**config.mk**
```make
export PLATFORM = sky130hd
export DESIGN_NAME = prn_port_ctrl
export DESIGN_NICKNAME = d
export VERILOG_FILES = /design/src/rtl/prn_port_pkg.sv /design/src/rtl/prn_strobe_edge.sv /design/src/rtl/prn_irq_gen.sv /design/src/rtl/prn_port_bits.sv /design/src/rtl/prn_port_ctrl.sv
export SDC_FILE = /design/constraint.sdc
export NUM_CORES = 1
export LEC_CHECK = 0
export ABC_AREA = 1
export BUFFER_PORTS_ARGS = -buffer_cell sky130_fd_sc_hd__buf_2
export CORE_MARGIN = 2
export CORE_UTILIZATION = 43
export CTS_CLUSTER_SIZE = 10
export DETAILED_ROUTE_END_ITERATION = 16
export PLACE_DENSITY = 0.8
export SYNTH_ARGS = -nofsm -noshare
export SYNTH_HDL_FRONTEND = slang
export SYNTH_SLANG_ARGS = --single-unit
```
**constraint.sdc**
```tcl
create_clock -name clk -period 1.6 [get_ports clk]
set_input_delay 0.08 -clock clk [delete_from_list [all_inputs] [get_ports clk]]
set_output_delay 0.08 -clock clk [all_outputs]
set_load 0.05 [all_outputs]
```
**src/rtl/prn_port_pkg.sv**
```systemverilog
package prn_port_pkg;
  localparam int unsigned BYTE_W    = 8;
  localparam int unsigned STB_POS   = 5;
  localparam int unsigned DRVA_POS  = 1;
  localparam int unsigned DRVB_POS  = 2;
  localparam int unsigned DSP_POS   = 4;
  localparam int unsigned DISK_POS  = 7;

  typedef struct packed {
    logic busy;
    logic ack;
  } irq_pair_t;
endpackage

```
**src/rtl/prn_strobe_edge.sv**
```systemverilog
module prn_strobe_edge #(
  parameter int unsigned DW      = 8,
  parameter int unsigned STB_BIT = 5
) (
  input  logic          clk,
  input  logic          rst_n,
  input  logic          wr_valid,
  input  logic [DW-1:0] wr_data,
  input  logic [DW-1:0] pb_byte,
  input  logic          enable,
  output logic          fire,
  output logic [DW-1:0] fire_data
);
  logic prev_stb;
  logic fall_now;

  assign fall_now = wr_valid && enable && prev_stb && !wr_data[STB_BIT];

  always_ff @(posedge clk) begin
    if (!rst_n) begin
      prev_stb  <= 1'b0;
      fire      <= 1'b0;
      fire_data <= '0;
    end else begin
      fire <= fall_now;
      if (wr_valid) prev_stb <= wr_data[STB_BIT];
      if (fall_now) fire_data <= pb_byte;
    end
  end

  assert_fire_single_R8: assert property (@(posedge clk) disable iff (!rst_n)
    fire |=> !fire);
  assert_fire_needs_write_R2: assert property (@(posedge clk) disable iff (!rst_n)
    fire |-> $past(wr_valid) && $past(enable));
  assert_fire_low_strobe_R3: assert property (@(posedge clk) disable iff (!rst_n)
    fire |-> !$past(wr_data[STB_BIT]));
  assert_disabled_quiet_R4: assert property (@(posedge clk) disable iff (!rst_n)
    !enable |=> !fire);
endmodule

```
**src/rtl/prn_irq_gen.sv**
```systemverilog
module prn_irq_gen
  import prn_port_pkg::*;
(
  input  logic      clk,
  input  logic      rst_n,
  input  logic      wr_valid,
  input  logic      alt,
  input  logic      fire,
  output irq_pair_t irq
);
  logic alt_at_write;

  always_ff @(posedge clk) begin
    if (!rst_n) alt_at_write <= 1'b0;
    else if (wr_valid) alt_at_write <= alt;
  end

  always_comb begin
    irq.busy = fire;
    irq.ack  = fire && alt_at_write;
  end

  assert_ack_implies_busy_R5: assert property (@(posedge clk) disable iff (!rst_n)
    irq.ack |-> irq.busy);
endmodule

```
**src/rtl/prn_port_bits.sv**
```systemverilog
module prn_port_bits #(
  parameter int unsigned DW       = 8,
  parameter int unsigned DRVA_BIT = 1,
  parameter int unsigned DRVB_BIT = 2,
  parameter int unsigned DSP_BIT  = 4,
  parameter int unsigned DISK_BIT = 7
) (
  input  logic          clk,
  input  logic          rst_n,
  input  logic          wr_valid,
  input  logic [DW-1:0] wr_data,
  input  logic          alt,
  output logic [1:0]    drv_sel,
  output logic          dsp_req,
  output logic          disk_req
);
  localparam int unsigned NDRV = 2;
  localparam int unsigned DRV_POS [NDRV] = '{DRVA_BIT, DRVB_BIT};

  for (genvar g = 0; g < NDRV; g++) begin : g_drv
    always_ff @(posedge clk) begin
      if (!rst_n) drv_sel[g] <= 1'b0;
      else if (wr_valid) drv_sel[g] <= ~wr_data[DRV_POS[g]];
    end
    assert_drv_hold_R6: assert property (@(posedge clk) disable iff (!rst_n)
      !wr_valid |=> $stable(drv_sel[g]));
  end

  always_ff @(posedge clk) begin
    if (!rst_n) begin
      dsp_req  <= 1'b0;
      disk_req <= 1'b0;
    end else begin
      dsp_req  <= wr_valid && alt && wr_data[DSP_BIT];
      disk_req <= wr_valid && alt && wr_data[DISK_BIT];
    end
  end

  assert_req_needs_write_R8: assert property (@(posedge clk) disable iff (!rst_n)
    (dsp_req || disk_req) |-> $past(wr_valid));
  assert_req_needs_alt_R7: assert property (@(posedge clk) disable iff (!rst_n)
    (dsp_req || disk_req) |-> $past(alt));
endmodule

```
**src/rtl/prn_port_ctrl.sv**
```systemverilog
module prn_port_ctrl
  import prn_port_pkg::*;
#(
  parameter int unsigned DW = BYTE_W
) (
  input  logic          clk,
  input  logic          rst_n,
  input  logic          pa_wr_valid,
  input  logic [DW-1:0] pa_wr_data,
  input  logic [DW-1:0] pb_data,
  input  logic          print_en,
  input  logic          alt_variant,
  output logic          xfer_valid,
  output logic [DW-1:0] xfer_data,
  output logic          busy_irq,
  output logic          ack_irq,
  output logic          drv_a_sel,
  output logic          drv_b_sel,
  output logic          dsp_rst_req,
  output logic          disk_rst_req
);
  irq_pair_t  irq;
  logic [1:0] drv;

  prn_strobe_edge #(.DW(DW), .STB_BIT(STB_POS)) u_edge (
    .clk(clk), .rst_n(rst_n), .wr_valid(pa_wr_valid), .wr_data(pa_wr_data),
    .pb_byte(pb_data), .enable(print_en), .fire(xfer_valid), .fire_data(xfer_data)
  );

  prn_irq_gen u_irq (
    .clk(clk), .rst_n(rst_n), .wr_valid(pa_wr_valid), .alt(alt_variant),
    .fire(xfer_valid), .irq(irq)
  );

  prn_port_bits #(
    .DW(DW), .DRVA_BIT(DRVA_POS), .DRVB_BIT(DRVB_POS),
    .DSP_BIT(DSP_POS), .DISK_BIT(DISK_POS)
  ) u_bits (
    .clk(clk), .rst_n(rst_n), .wr_valid(pa_wr_valid), .wr_data(pa_wr_data),
    .alt(alt_variant), .drv_sel(drv), .dsp_req(dsp_rst_req), .disk_req(disk_rst_req)
  );

  assign busy_irq  = irq.busy;
  assign ack_irq   = irq.ack;
  assign drv_a_sel = drv[0];
  assign drv_b_sel = drv[1];

  assert_reset_quiet_R1: assert property (@(posedge clk)
    !rst_n |=> !xfer_valid && !busy_irq && !drv_a_sel && !drv_b_sel);
endmodule

```
==> results.yml <==
clocking:
  ctsHtreeMaxLevel: 1
  cts_tree: "done"
  post_cts_buffers: 0
  ctsResizeCount: 0
  hold_buffers: 2
  root_buffer: "clkbuf_4"
  cts.sinks: 15
  cts_buffers: 3
  clock_latency_ns: 0.29
  clock_path_buffers: 2
  clk_pin_slew_ns: 0.09
power:
  ir_drop_v: 0.000483
  leakage_nw: 0.462
  total_power_mw: 0.720
  power_density_mw_per_mm2: 899
logic_synthesis:
  avgSynthCellArea_um2: 7.34
  ys_warn_count: 0
  synth_seq_area_share_pct: 51.2
  synth_area_leaders: "dfxtp_1, nor2_1, inv_1"
  syn-num-nets: 101
  ys_types: 11
  syn_inst: 80
  ys_ff_latch: 15
  synth_top_area_cell: "dfxtp_1"
  synth_top_area_share_pct: 51.2
  syn_area_um2: 587
floorplanning:
  initial_core_util_pct: 45.7
  core_area_mm2: 0.00128
  ios: 36
  row_count: 13
  die_y_um: 40.9
  die_w_um: 40.9
  fp.dieArea_mm2: 0.00168
cells_and_area:
  antenna_cells: 0
  nNetsFinal: 138
  fin_cells: 131
  area_growth_pct: 36.5
  final_layout_size_suffix_gt1_share_pct: 32.8
  final_cell_mix: "buf_2, nor2_1, dfxtp_1"
  utilization_pct: 62.3
  mostFrequentLayoutCell: "buf_2"
worst_setup_path:
  reg2reg_from: "u_edge.prev_stb$_SDFFE_PN0P_"
  cp-end-kind: "output port"
  crit_path_start_kind: "register"
  cpPeakStageDelay_ns: 0.36
  reg2regPathDepth: 5
  critPathCapture: "ack_irq"
  worst-path-stages: 3
  path_cells: "nand2_1, inv_1, buf_2"
  startpoint: "u_edge.fire$_SDFF_PN0_"
  criticalPathCategory: "register to output port"
  cp.arrival_ns: 0.98
  critical_path_required_ns: 1.52
  reg2reg_to: "u_edge.fire_data[2]$_SDFFE_PN0P_"
  critPathMaxFanout: 3
  crit_family: "flip-flops"
  reg2reg_slack_ns: 0.59
  path_buf_inv: 2
  crit_slowest_cell: "dfxtp_1"
status:
  status: "complete, no violations"
timing:
  max_slew_margin_pct: 83.1
  final_max_slew_viol_count: 0
  tightest_slew_ns: 0.254
  layout_worst_path_cycle_share_pct: 66.3
  rsz0062_at_grt: "no"
  period_minus_slack_ns: 1.06
  fmax_ghz: 0.942
  timing.final.ws_setup_ns: 0.539
  hold_viol: 0
  setup_viol: 0
  finalSetupTns_ns: 0
  fin_skew_ns: 0.00775
placement:
  dp.cells: 125
  numPortBuffers: 32
  gp_congestion: 0.638
  dp_hpwl_um: 945
  place_ws_ns: 0.627
global_routing:
  antenna_found_initial: 0
  grt_pass1_wl_um: 1760
  grt_pass1_vias: 440
  grt_usage_pct: 16.6
  grt_max_degree: 15
  overflow: 0
routing:
  drt_wl_total_um: 1220
  ant_nets: 0
  vias: 598
  route.detailed.drc: 0
  wl_per_cell_um: 9.27
  viasPerCell: 4.56
  drt_first_pass_iters: 4
  drtIter0Drc: 6
worst_hold_path:
  hp-class: "input pin to register"
flow_run:
  maxCapViolations: 0
report_power, final:
| part | switching (mW) | leakage (nW) | total, mW | internal (mW) |
|---|---|---|---|---|
| registers | 0.00518 | 0.122 | 0.391 | 0.386 |
| logic | 0.0745 | 0.322 | 0.113 | 0.0381 |
| clock network | 0.124 | 0.0177 | 0.216 | 0.0928 |
| total | 0.203 | 0.462 | 0.720 | 0.517 |
worst min-delay path by stage:
stage | startpoint | end | cells past startpoint
after floorplan | pa_wr_valid | u_bits.drv_sel[0]$_SDFFE_PN0P_ | 1
after global placement | pa_wr_data[2] | u_bits.drv_sel[1]$_SDFFE_PN0P_ | 2
after detailed placement | pa_wr_data[1] | u_bits.drv_sel[0]$_SDFFE_PN0P_ | 2
after CTS | pa_wr_data[4] | u_bits.dsp_req$_SDFF_PN0_ | 3
after global routing | pa_wr_data[7] | u_bits.disk_req$_SDFF_PN0_ | 3
final | pa_wr_data[4] | u_bits.dsp_req$_SDFF_PN0_ | 3
final cells by class:
type | instances | area (µm²)
clock buffer | 3 | 22.5
clock inverter | 1 | 5.00
fill | 121 | 484
inverter | 14 | 52.6
multi-input combinational | 49 | 221
sequential | 15 | 300
tap | 15 | 18.8
timing repair buffer | 34 | 180
state kept, by name (all words and copies together), names as in the netlist:
register and count:
u_bits.drv_sel 2, u_bits.disk_req 1, u_edge.fire_data 8, u_edge.prev_stb 1
u_bits.dsp_req 1, u_irq.alt_at_write 1, u_edge.fire 1
stage by stage:
step / hold slack (ns) / instance area [µm²]
after floorplan: 0.169 / 587
after global placement: 0.261 / 753
after detailed placement: 0.263 / 753
after CTS: 0.00988 / 801
after global routing: 0.0193 / 801
final: 0.00500 / 801
synthesized netlist by cell type (all sizes together):
| master | count |
|---|---|
| nor3b | 1 |
| buf | 2 |
| inv | 14 |
| o21ai | 3 |
| dfxtp | 15 |
| nor2 | 21 |
| a21oi | 2 |
| nand2 | 12 |
| nand3 | 10 |
worst register-to-register path, stage by stage, from the launching register on:
cell,delay (ns)
dfxtp_1,0.34
nand2_1,0.11
inv_1,0.23
nand3_1,0.11
nand2_1,0.07
nor2_1,0.04
routing by layer:
metal / vias up / track usage (%) / wire (µm)
met5: - / 0 / 0
met4: 0 / 12.5 / 31
met3: 5 / 3.26 / 45
met2: 15 / 28.5 / 643
met1: 263 / 17.5 / 495
li1: 315 / - / -
kinds of logic after synthesis:
kind of cell | count (synthesis) | synth area share, %
simple gates | 44 | 33.5
compound gates | 5 | 4.26
flops | 15 | 51.2
buf+inv | 16 | 11.1
No activity file was read; power rests on OpenSTA's default activity.
